$ cat config.mk
export PLATFORM = sky130hd
export DESIGN_NAME = cpu_bus_bridge
export DESIGN_NICKNAME = d
export VERILOG_FILES = /design/src/rtl/cpu_bus_bridge_pkg.sv /design/src/rtl/cpu_bus_bridge_sync.sv /design/src/rtl/cpu_bus_bridge_ctrl.sv /design/src/rtl/cpu_bus_bridge_dp.sv /design/src/rtl/cpu_bus_bridge.sv
export SDC_FILE = /design/constraint.sdc
export NUM_CORES = 1
export LEC_CHECK = 0
export ABC_AREA = 1
export BUFFER_PORTS_ARGS = -buffer_cell sky130_fd_sc_hd__buf_2
export CAP_MARGIN = 0
export CORE_MARGIN = 2
export CORE_UTILIZATION = 40
export DETAILED_ROUTE_END_ITERATION = 6
export HOLD_SLACK_MARGIN = 0.06
export SLEW_MARGIN = 20
export SYNTH_ARGS = -nofsm -noshare
export SYNTH_HDL_FRONTEND = slang
export SYNTH_SLANG_ARGS = --single-unit
$ cat constraint.sdc
create_clock -name clk -period 4.2 [get_ports clk]
set_input_delay 0.42 -clock clk [delete_from_list [all_inputs] [get_ports clk]]
set_output_delay 0.42 -clock clk [all_outputs]
set_load 0.01 [all_outputs]
$ cat src/rtl/cpu_bus_bridge_pkg.sv
package cpu_bus_bridge_pkg;

  // Control-to-datapath strobes, one set per clock
  typedef struct packed {
    logic addrLatch;  // address strobe fell
    logic wrPulse;    // qualified write strobe released
    logic rdPulse;    // qualified read strobe started
    logic rdActive;   // qualified read strobe currently held
    logic conflict;   // both chip selects low
    logic group;      // channel group of the current pulse
  } ctlStrobes_t;

endpackage

$ cat src/rtl/cpu_bus_bridge_sync.sv
module cpu_bus_bridge_sync #(
  parameter int WIDTH = 1,
  parameter int STAGES = 2,
  parameter logic [WIDTH-1:0] RESET_VAL = '0
) (
  input  logic             clk,
  input  logic             rstN,
  input  logic [WIDTH-1:0] dIn,
  output logic [WIDTH-1:0] firstOut,
  output logic [WIDTH-1:0] lastOut
);

  logic [STAGES-1:0][WIDTH-1:0] pipe;

  generate
    if (STAGES < 2) begin : g_badDepth
      $error("STAGES must be at least 2");
    end
  endgenerate

  always_ff @(posedge clk or negedge rstN) begin
    if (!rstN) pipe <= {STAGES{RESET_VAL}};
    else       pipe <= {pipe[STAGES-2:0], dIn};
  end

  assign firstOut = pipe[0];
  assign lastOut  = pipe[STAGES-1];

endmodule

$ cat src/rtl/cpu_bus_bridge_ctrl.sv
module cpu_bus_bridge_ctrl
  import cpu_bus_bridge_pkg::*;
#(
  parameter int SYNC_STAGES = 2
) (
  input  logic        clk,
  input  logic        rstN,
  input  logic        syncMode,
  input  logic        intelMode,
  input  logic        asN,
  input  logic        csLoN,
  input  logic        csHiN,
  input  logic        dsN,
  input  logic        rwN,
  output ctlStrobes_t strobes
);

  localparam int CTL_W = 5;

  logic [CTL_W-1:0] rawIn, firstIn, lastIn, selIn;
  logic asCur, csLo, csHi, dsLow, rwLow;
  logic csOne, rdStb, wrStb, rdQual, wrQual;
  logic asPrev, rdQualPrev, wrQualPrev, groupPrev;

  assign rawIn = {asN, csHiN, csLoN, dsN, rwN};

  cpu_bus_bridge_sync #(
    .WIDTH(CTL_W), .STAGES(SYNC_STAGES), .RESET_VAL({CTL_W{1'b1}})
  ) u_ctlSync (
    .clk(clk), .rstN(rstN), .dIn(rawIn), .firstOut(firstIn), .lastOut(lastIn)
  );

  assign selIn = syncMode ? firstIn : lastIn;
  assign asCur = selIn[4];
  assign csHi  = ~selIn[3];
  assign csLo  = ~selIn[2];
  assign dsLow = ~selIn[1];
  assign rwLow = ~selIn[0];

  assign csOne = csLo ^ csHi;

  always_comb begin
    if (intelMode) begin
      rdStb = dsLow & ~rwLow;
      wrStb = rwLow & ~dsLow;
    end else begin
      rdStb = dsLow & ~rwLow;
      wrStb = dsLow & rwLow;
    end
  end

  assign rdQual = rdStb & csOne;
  assign wrQual = wrStb & csOne;

  always_ff @(posedge clk or negedge rstN) begin
    if (!rstN) begin
      asPrev     <= 1'b1;
      rdQualPrev <= 1'b0;
      wrQualPrev <= 1'b0;
      groupPrev  <= 1'b0;
    end else begin
      asPrev     <= asCur;
      rdQualPrev <= rdQual;
      wrQualPrev <= wrQual;
      groupPrev  <= csHi;
    end
  end

  always_comb begin
    strobes.addrLatch = asPrev & ~asCur;
    strobes.wrPulse   = wrQualPrev & ~wrQual;
    strobes.rdPulse   = rdQual & ~rdQualPrev;
    strobes.rdActive  = rdQual;
    strobes.conflict  = csLo & csHi;
    strobes.group     = strobes.wrPulse ? groupPrev : csHi;
  end

  AST_ADDR_EDGE_SINGLE: assert property (@(posedge clk) disable iff (!rstN)
    strobes.addrLatch |=> !strobes.addrLatch);

  AST_RD_NEEDS_ONE_CS: assert property (@(posedge clk) disable iff (!rstN)
    strobes.rdPulse |-> !strobes.conflict);

endmodule

$ cat src/rtl/cpu_bus_bridge_dp.sv
module cpu_bus_bridge_dp
  import cpu_bus_bridge_pkg::*;
#(
  parameter int ADDR_W = 12,
  parameter int DATA_W = 8,
  parameter int SYNC_STAGES = 2
) (
  input  logic              clk,
  input  logic              rstN,
  input  logic              syncMode,
  input  logic              intelMode,
  input  ctlStrobes_t       strobes,
  input  logic [ADDR_W-1:0] addrIn,
  input  logic [DATA_W-1:0] adIn,
  input  logic [DATA_W-1:0] regRdata,
  output logic [DATA_W-1:0] adOut,
  output logic              adOe,
  output logic [ADDR_W:0]   regAddr,
  output logic              regWr,
  output logic              regRd,
  output logic [DATA_W-1:0] regWdata,
  output logic              dualSelErr
);

  localparam int BUS_W = ADDR_W + DATA_W;
  localparam int HI_W  = ADDR_W - DATA_W;

  logic [BUS_W-1:0]  rawBus, firstBus, lastBus, selBus;
  logic [ADDR_W-1:0] selAddr, muxAddr, addrLatched;
  logic [DATA_W-1:0] selAd, adPrev, rdHold;
  logic              groupReg, holdValid;

  assign rawBus = {addrIn, adIn};

  cpu_bus_bridge_sync #(
    .WIDTH(BUS_W), .STAGES(SYNC_STAGES), .RESET_VAL('0)
  ) u_busSync (
    .clk(clk), .rstN(rstN), .dIn(rawBus), .firstOut(firstBus), .lastOut(lastBus)
  );

  assign selBus  = syncMode ? firstBus : lastBus;
  assign selAddr = selBus[BUS_W-1:DATA_W];
  assign selAd   = selBus[DATA_W-1:0];

  generate
    if (HI_W > 0) begin : g_muxAddr
      assign muxAddr = intelMode ? {selAddr[ADDR_W-1:DATA_W], selAd} : selAddr;
    end else begin : g_narrowAddr
      assign muxAddr = intelMode ? selAd[ADDR_W-1:0] : selAddr;
    end
  endgenerate

  always_ff @(posedge clk or negedge rstN) begin
    if (!rstN) begin
      adPrev      <= '0;
      addrLatched <= '0;
      groupReg    <= 1'b0;
      regWr       <= 1'b0;
      regRd       <= 1'b0;
      regWdata    <= '0;
      rdHold      <= '0;
      holdValid   <= 1'b0;
      dualSelErr  <= 1'b0;
    end else begin
      adPrev <= selAd;
      regWr  <= strobes.wrPulse;
      regRd  <= strobes.rdPulse;
      if (strobes.addrLatch) addrLatched <= muxAddr;
      if (strobes.wrPulse || strobes.rdPulse) groupReg <= strobes.group;
      if (strobes.wrPulse) regWdata <= adPrev;
      if (!strobes.rdActive) begin
        holdValid <= 1'b0;
      end else if (regRd) begin
        rdHold    <= regRdata;
        holdValid <= 1'b1;
      end
      if (strobes.conflict) dualSelErr <= 1'b1;
    end
  end

  assign regAddr = {groupReg, addrLatched};
  assign adOut   = rdHold;
  assign adOe    = holdValid & strobes.rdActive;

  AST_WR_SINGLE: assert property (@(posedge clk) disable iff (!rstN)
    regWr |=> !regWr);

  AST_RD_SINGLE: assert property (@(posedge clk) disable iff (!rstN)
    regRd |=> !regRd);

  AST_OE_AFTER_READ: assert property (@(posedge clk) disable iff (!rstN)
    $rose(adOe) |-> $past(regRd));

  AST_NO_OE_CONFLICT: assert property (@(posedge clk) disable iff (!rstN)
    strobes.conflict |-> !adOe);

  AST_ERR_STICKY: assert property (@(posedge clk) disable iff (!rstN)
    dualSelErr |=> dualSelErr);

endmodule

$ cat src/rtl/cpu_bus_bridge.sv
module cpu_bus_bridge
  import cpu_bus_bridge_pkg::*;
#(
  parameter int ADDR_W = 12,
  parameter int DATA_W = 8,
  parameter int SYNC_STAGES = 2
) (
  input  logic              clk,
  input  logic              rstN,
  input  logic              syncMode,
  input  logic              intelMode,
  input  logic              asN,
  input  logic              csLoN,
  input  logic              csHiN,
  input  logic              dsN,
  input  logic              rwN,
  input  logic [ADDR_W-1:0] addrIn,
  input  logic [DATA_W-1:0] adIn,
  output logic [DATA_W-1:0] adOut,
  output logic              adOe,
  output logic [ADDR_W:0]   regAddr,
  output logic              regWr,
  output logic              regRd,
  output logic [DATA_W-1:0] regWdata,
  input  logic [DATA_W-1:0] regRdata,
  output logic              dualSelErr
);

  ctlStrobes_t strobes;

  cpu_bus_bridge_ctrl #(.SYNC_STAGES(SYNC_STAGES)) u_ctrl (
    .clk(clk), .rstN(rstN), .syncMode(syncMode), .intelMode(intelMode),
    .asN(asN), .csLoN(csLoN), .csHiN(csHiN), .dsN(dsN), .rwN(rwN),
    .strobes(strobes)
  );

  cpu_bus_bridge_dp #(
    .ADDR_W(ADDR_W), .DATA_W(DATA_W), .SYNC_STAGES(SYNC_STAGES)
  ) u_dp (
    .clk(clk), .rstN(rstN), .syncMode(syncMode), .intelMode(intelMode),
    .strobes(strobes), .addrIn(addrIn), .adIn(adIn), .regRdata(regRdata),
    .adOut(adOut), .adOe(adOe), .regAddr(regAddr), .regWr(regWr),
    .regRd(regRd), .regWdata(regWdata), .dualSelErr(dualSelErr)
  );

  AST_RESET_IDLE: assert property (@(posedge clk)
    !rstN |-> (!regWr && !regRd && !adOe));

endmodule

==> results by group, run 1 <==
Outcome
  – Status: complete, no violations

Final layout
  – # fillers: 761
  – Most common cell after layout, fill and taps aside: nand2_1
  – Post-route cell area: 0.003953 mm2
  – Final #Nets: 399
  – Antenna cells: 0
  – Layout area overhead: 18.49%
  – Fraction of layout cells with a size suffix above 1: 31.42%
  – Most frequent cells in the layout: nand2_1, dfrtp_1, buf_2

Timing
  – Max-slew violations: 0
  – Worst-Margin Slew: 0.6743 ns
  – Final period util: 62.58%
  – Final setup fails: 0
  – Clock period minus worst slack: 2.628 ns
  – Clk_skew: 0.008773 ns
  – RSZ-0062 raised after global routing: false
  – Max-slew headroom: 55.05%
  – Final hold vios: 0
  – Total Neg Setup Slack: 0 ns
  – F_max: 0.3805 GHz

Synth
  – Compound-Gate Fraction of Synth Area: 4.764%
  – Post-Synth Adder-Cell Area: 0.3751%
  – Post-synthesis sequential area ratio: 71.68%
  – Yosys warnings: 0
  – Synthesized area per cell: 11.42 um2
  – Mux cell area share after synthesis: 0.3001%
  – Cell Area, Synth: 0.003336 mm2
  – Post-Synth Simple-Gate Area: 18.83%
  – Combinational family with the most area after synthesis: simple AND/OR/NAND/NOR gates
  – Synth Register Bits: 95
  – Syn_nets: 330
  – Library cells used by synthesis: 26
  – Synth Instances: 292
  – Synth Area in XOR/XNOR: 0%

Critical path
  – Slowest cell on the critical path: ha_1
  – Critical path type: in -> out
  – Reg2reg start: u_ctrl.u_ctlSync.firstOut[3]$_DFF_PN1_
  – Setup crit end: adOe
  – CP Launch Type: input port
  – Worst Setup SP: syncMode
  – R2R cell count: 9
  – Reg2reg end: u_dp.adOut[4]$_DFFE_PN0P_
  – CP Max Fanout: 27
  – CP Capture Type: output pin
  – Crit path DAT: 2.21 ns
  – Reg-to-reg setup timing slack: 2.29 ns
  – Req. time, crit path: 3.78 ns
  – Worst path max stage delay: 0.31 ns
  – Worst-path cell chain: buf_2 -> inv_4 -> nand2_1 -> nand2_1 -> inv_1 -> ha_1 -> nand3_1 -> nor2_4 -> inv_2 -> nor2_1 -> buf_2

Clock tree
  – Total CTS buffers: 9
  – Cts hold-fix bufs: 0
  – Clk_lat worst skew: 0.35 ns
  – Clock Path Buffers: 2
  – Post-CTS sizing: 0
  – CTS tree: done
  – Clk pin slew, worst setup/hold paths: 0.09 ns
  – Post-CTS Setup Inserts: 0
  – Clock root cell: clkbuf_8
  – Clock Sinks: 95
  – H-Tree Depth: 3

Detailed routing
  – Wirelength per Cell: 12.75 um
  – Initial DRC Count: 67
  – Drc violations: 0
  – DR pass1 iterations: 4
  – Routed WL: 6.003 mm
  – DRT antenna net count: 0
  – DR vias: 2125
  – DR vias/cell: 4.512

Pwr
  – Net Sw Power: 548.2 uW
  – P per Cell Area: 498.9 mW/mm2
  – Reg power frac: 54.8%
  – Clock share of power: 30.5%
  – P_leak: 2.034 nW
  – Combinational power share: 14.7%
  – P_int: 1.424 mW
  – Switching share of power: 27.80%
  – Worst vdd ir: 0.1716 mV

Job
  – Max_cap viols: 0

Floorplanning
  – Initial core utilization: 41.01%
  – Ports: 70
  – Row count: 33
  – Core ar.: 0.008134 mm2
  – Die width: 95.32 um
  – Die footprint: 0.009086 mm2
  – Chip height: 95.32 um

Place
  – GP Congestion: 0.7399
  – HPWL Detailed: 4.225 mm
  – # port buffers: 69
  – Placed cell areas: 0.003749 mm2

Global route
  – Initial antenna violation count: 0
  – First-pass GRT wire length: 9.984 mm
  – Largest net degree at the start of global routing: 56
  – Grt ovf: 0
  – GR Util All Layers: 14.71%
  – Vias in the first global route: 2040

Worst hold path
  – Hold Crit Class: in -> async
[cell usage after synthesis (all sizes together)]
cell type,n,area (um2)
nor2,4,27.52
nand2,112,452.9
o21ai,13,68.82
inv,14,57.56
nand3,21,110.1
dfstp,11,289.0
o211ai,12,90.09
clkinv,1,3.750
dfrtp,84,2102
mux2i,1,10.01
nand4,1,6.260
or2,5,31.28
buf,9,62.55
ha,1,12.51
clkbuf,3,11.26
[power by group through the flow]
stage	Clock, mW	Combinational [mW]	Sequential, mW
finish	0.601	0.290	1.08
global placement	0	0.290	1.10
detailed placement	0	0.295	1.10
global route	0.665	0.332	1.09
floorplan	0	0.130	1.13
CTS	0.622	0.296	1.08
[state kept, by name, indices dropped and copies added, names as in the netlist, 5 cells and up]
register and count:
u_ctrl.u_ctlSync.firstOut 5, u_ctrl.u_ctlSync.lastOut 5, u_dp.adOut 8, u_dp.adPrev 8, u_dp.addrLatched 12, u_dp.regWdata 8
u_dp.u_busSync.firstOut 20, u_dp.u_busSync.lastOut 20
[layer usage]
layer / up-vias / share of wire (%) / track usage [%] / wire [um]
met1: 998 / 49 / 21.35 / 2964
met2: 58 / 44 / 20.77 / 2620
met4: 0 / 1.0 / 5.435 / 60
li1: 1065 / - / - / -
met5: - / 0 / 0 / 0
met3: 4 / 5.9 / 4.585 / 357
[cell type report]
class	count	area [um2]	area share (%)
repair buffers	70	355.3	8.990
multi-input cells	170	809.5	20.48
inverters	15	61.31	1.551
clock buffers	9	123.9	3.134
flip-flops and latches	95	2391	60.49
clock inverters	7	80.08	2.026
well taps	105	131.4	3.324
[through the flow]
stage	setup slack [ns]	utilization, %	hold WS, ns	power (mW)	instances
after global placement	1.617	46.09	0.3572	1.388	455
after floorplan	1.975	-	0.1244	1.258	292
after CTS	1.548	48.59	0.1232	2.001	471
after detailed placement	1.547	46.09	0.3600	1.396	455
final	1.572	48.59	0.1069	1.972	471
after global routing	1.316	48.59	0.1297	2.091	471
[logic make-up (layout without fill, tap and decap cells)]
| logic type | after synthesis | in the layout |
|---|---|---|
| simple gates | 143 | 143 |
| compound gates | 25 | 25 |
| mux | 1 | 1 |
| fa+ha+maj | 1 | 1 |
| flops | 95 | 95 |
| buf+inv | 27 | 101 |
[critical path, delay by kind of cell]
family,cells,cell delay (ns)
adders and majority gates,1,0.31
and+or+nand+nor,5,0.63
buffers and inverters,5,0.83
[worst min path at each step]
| stage | startpoint | to | slack [ns] |
|---|---|---|---|
| after global routing | asN | u_ctrl.u_ctlSync.firstOut[4]$_DFF_PN1_ | 0.13 |
| after detailed placement | u_ctrl.u_ctlSync.firstOut[2]$_DFF_PN1_ | u_ctrl.u_ctlSync.lastOut[2]$_DFF_PN1_ | 0.36 |
| after floorplan | rstN | u_ctrl.groupPrev$_DFF_PN0_ | 0.12 |
| final | rstN | u_dp.u_busSync.firstOut[14]$_DFF_PN0_ | 0.11 |
| after CTS | rstN | u_dp.u_busSync.lastOut[15]$_DFF_PN0_ | 0.12 |
| after global placement | u_ctrl.u_ctlSync.firstOut[0]$_DFF_PN1_ | u_ctrl.u_ctlSync.lastOut[0]$_DFF_PN1_ | 0.36 |
Power figures use the tool's default switching activity.
==> run 2, diff against run 1 <==
clock period = 2.55 ns   (was 4.2 ns; I/O delays follow)
==> results by group, run 2 (synthesized netlist as in run 1, its figures left out) <==
Critical path
  – Slowest cell on the critical path: dfstp_2
  – Critical path type: reg -> out
  – Buf+Inv Stages, Crit Path: 3
  – Crit path DAT: 2.10 ns
  – CP Max Fanout: 12
  – Reg-to-reg setup timing slack: 0.64 ns
  – Req. time, crit path: 2.30 ns
  – Worst path max stage delay: 0.55 ns
  – CP Capture Type: output pin
  – Most frequent cell on the critical path: nand2_1
  – Worst-path cell chain: nand2_1 -> nand2_1 -> inv_1 -> ha_1 -> nand3_1 -> nor2_4 -> inv_2 -> nor2_1 -> buf_2
  – CP delay by family, top: simple AND/OR/NAND/NOR gates
  – CP Launch Type: flop

Detailed routing
  – DRT antenna net count: 0
  – Drc violations: 0
  – Wirelength per Cell: 12.38 um
  – DR vias: 2228
  – Initial DRC Count: 58
  – DR vias/cell: 4.474
  – Routed WL: 6.166 mm
  – DR pass1 iterations: 4

Clock tree
  – CTS tree: done
  – Clock Sinks: 95
  – Clock Path Buffers: 2
  – Clk pin slew, worst setup/hold paths: 0.09 ns
  – Clock root cell: clkbuf_8
  – Post-CTS Setup Inserts: 0
  – Clk_lat worst skew: 0.35 ns
  – H-Tree Depth: 3
  – Total CTS buffers: 9

Floorplanning
  – Row count: 33
  – Chip height: 95.32 um
  – Die width: 95.32 um
  – Die footprint: 0.009086 mm2
  – Core ar.: 0.008134 mm2
  – Ports: 70
  – Initial core utilization: 41.01%

Timing
  – Clk_skew: 0.008514 ns
  – Worst-Margin Slew: 0.7352 ns
  – Max-slew headroom: 50.99%
  – Max-slew violations: 0
  – RSZ-0062 raised after global routing: false
  – Total Neg Setup Slack: 0 ns
  – Final hold vios: 0
  – Hold_ws: 0.1366 ns
  – Clock period minus worst slack: 2.358 ns
  – Final setup fails: 0
  – Final period util: 92.48%
  – F_max: 0.4241 GHz

Global route
  – First-pass GRT wire length: 10.23 mm
  – Initial antenna violation count: 0
  – GR Util All Layers: 15.04%
  – Grt ovf: 0
  – Vias in the first global route: 2101
  – Largest net degree at the start of global routing: 60

Place
  – Placed cell areas: 0.003769 mm2
  – GP Congestion: 0.7634
  – # port buffers: 69
  – HPWL Detailed: 4.194 mm

Job
  – Max_cap viols: 0

Final layout
  – Final #Nets: 426
  – Layout area overhead: 26.74%
  – # fillers: 746
  – Antenna cells: 0
  – Most frequent cells in the layout: nand2_1, dfrtp_1, buf_2
  – Fraction of layout cells with a size suffix above 1: 29.01%
  – Post-route cell area: 0.004228 mm2
  – Most common cell after layout, fill and taps aside: nand2_1

Pwr
  – P_leak: 2.159 nW
  – P per Cell Area: 772.2 mW/mm2
  – Worst vdd ir: 0.3099 mV
  – Total power: 3.265 mW

Worst hold path
  – Hold Crit Class: in -> reg

Outcome
  – Status: complete, no violations
[run 2: what timing repair did]
action | in CTS | in global routing
hold buffers | 26 | 0
endpoints found under the setup margin | 0 | 0
resized for setup | 0 | 0
hold endpoints to repair | 77 | 0
[run 2: area by class of cell]
type / count / area (um2) / share of cell area, %
Clock buffer: 12 / 155.1 / 3.670
Clock inverter: 4 / 43.79 / 1.036
Inverter: 15 / 61.31 / 1.450
Multi-Input combinational cell: 170 / 809.5 / 19.15
Sequential cell: 95 / 2391 / 56.56
Tap cell: 105 / 131.4 / 3.107
Timing Repair Buffer: 97 / 635.6 / 15.03
[run 2: final timing paths]
path                                                   startpoint                                      to  cells past startpoint
setup / recovery           u_ctrl.u_ctlSync.firstOut[3]$_DFF_PN1_                                    adOe                      9
hold / removal                                        regRdata[0]               u_dp.adOut[0]$_DFFE_PN0P_                      3
setup reg to reg           u_ctrl.u_ctlSync.firstOut[3]$_DFF_PN1_               u_dp.adOut[3]$_DFFE_PN0P_                      9
hold reg to reg            u_ctrl.u_ctlSync.firstOut[0]$_DFF_PN1_   u_ctrl.u_ctlSync.lastOut[0]$_DFF_PN1_                      0
max in group asynchronous                                    rstN  u_ctrl.u_ctlSync.firstOut[0]$_DFF_PN1_                      3
min in group asynchronous                                    rstN            u_dp.regWdata[3]$_DFFE_PN0P_                      2
[run 2: routing by layer]
metal | global-route usage [%] | vias up | share of wire [%]
met1 | 20.75 | 1038 | 48
met4 | 6.159 | 0 | 1.2
met2 | 22.59 | 64 | 45
met3 | 4.111 | 7 | 6.3
met5 | 0 | - | 0
li1 | - | 1119 | -
[run 2: worst reg2reg max path, cell delays in order (launching register included)]
cell and delay [ns]:
dfstp_2 0.55, nand2_1 0.05, nand2_1 0.11, inv_1 0.06, ha_1 0.31, nand3_1 0.13
nor2_4 0.27, nand2_2 0.19, nand2_1 0.10, nand2_1 0.05
[run 2: per-stage QoR]
step	utilization [%]	cells	setup slack, ns
2_1_floorplan	-	292	0.6550
3_3_place_gp	46.33	456	0.3976
3_5_place_dp	46.33	456	0.3461
4_1_cts	51.98	498	0.1612
5_1_grt	51.98	498	0.01966
6_report	51.98	498	0.1918
[run 2: power by group]
group | internal (mW) | switching, mW | leakage (nW) | total (mW)
clock | 0.501 | 0.467 | 0.104 | 0.968
sequential | 1.69 | 0.0899 | 1.13 | 1.78
combinational | 0.218 | 0.295 | 0.924 | 0.513
total | 2.41 | 0.852 | 2.16 | 3.26
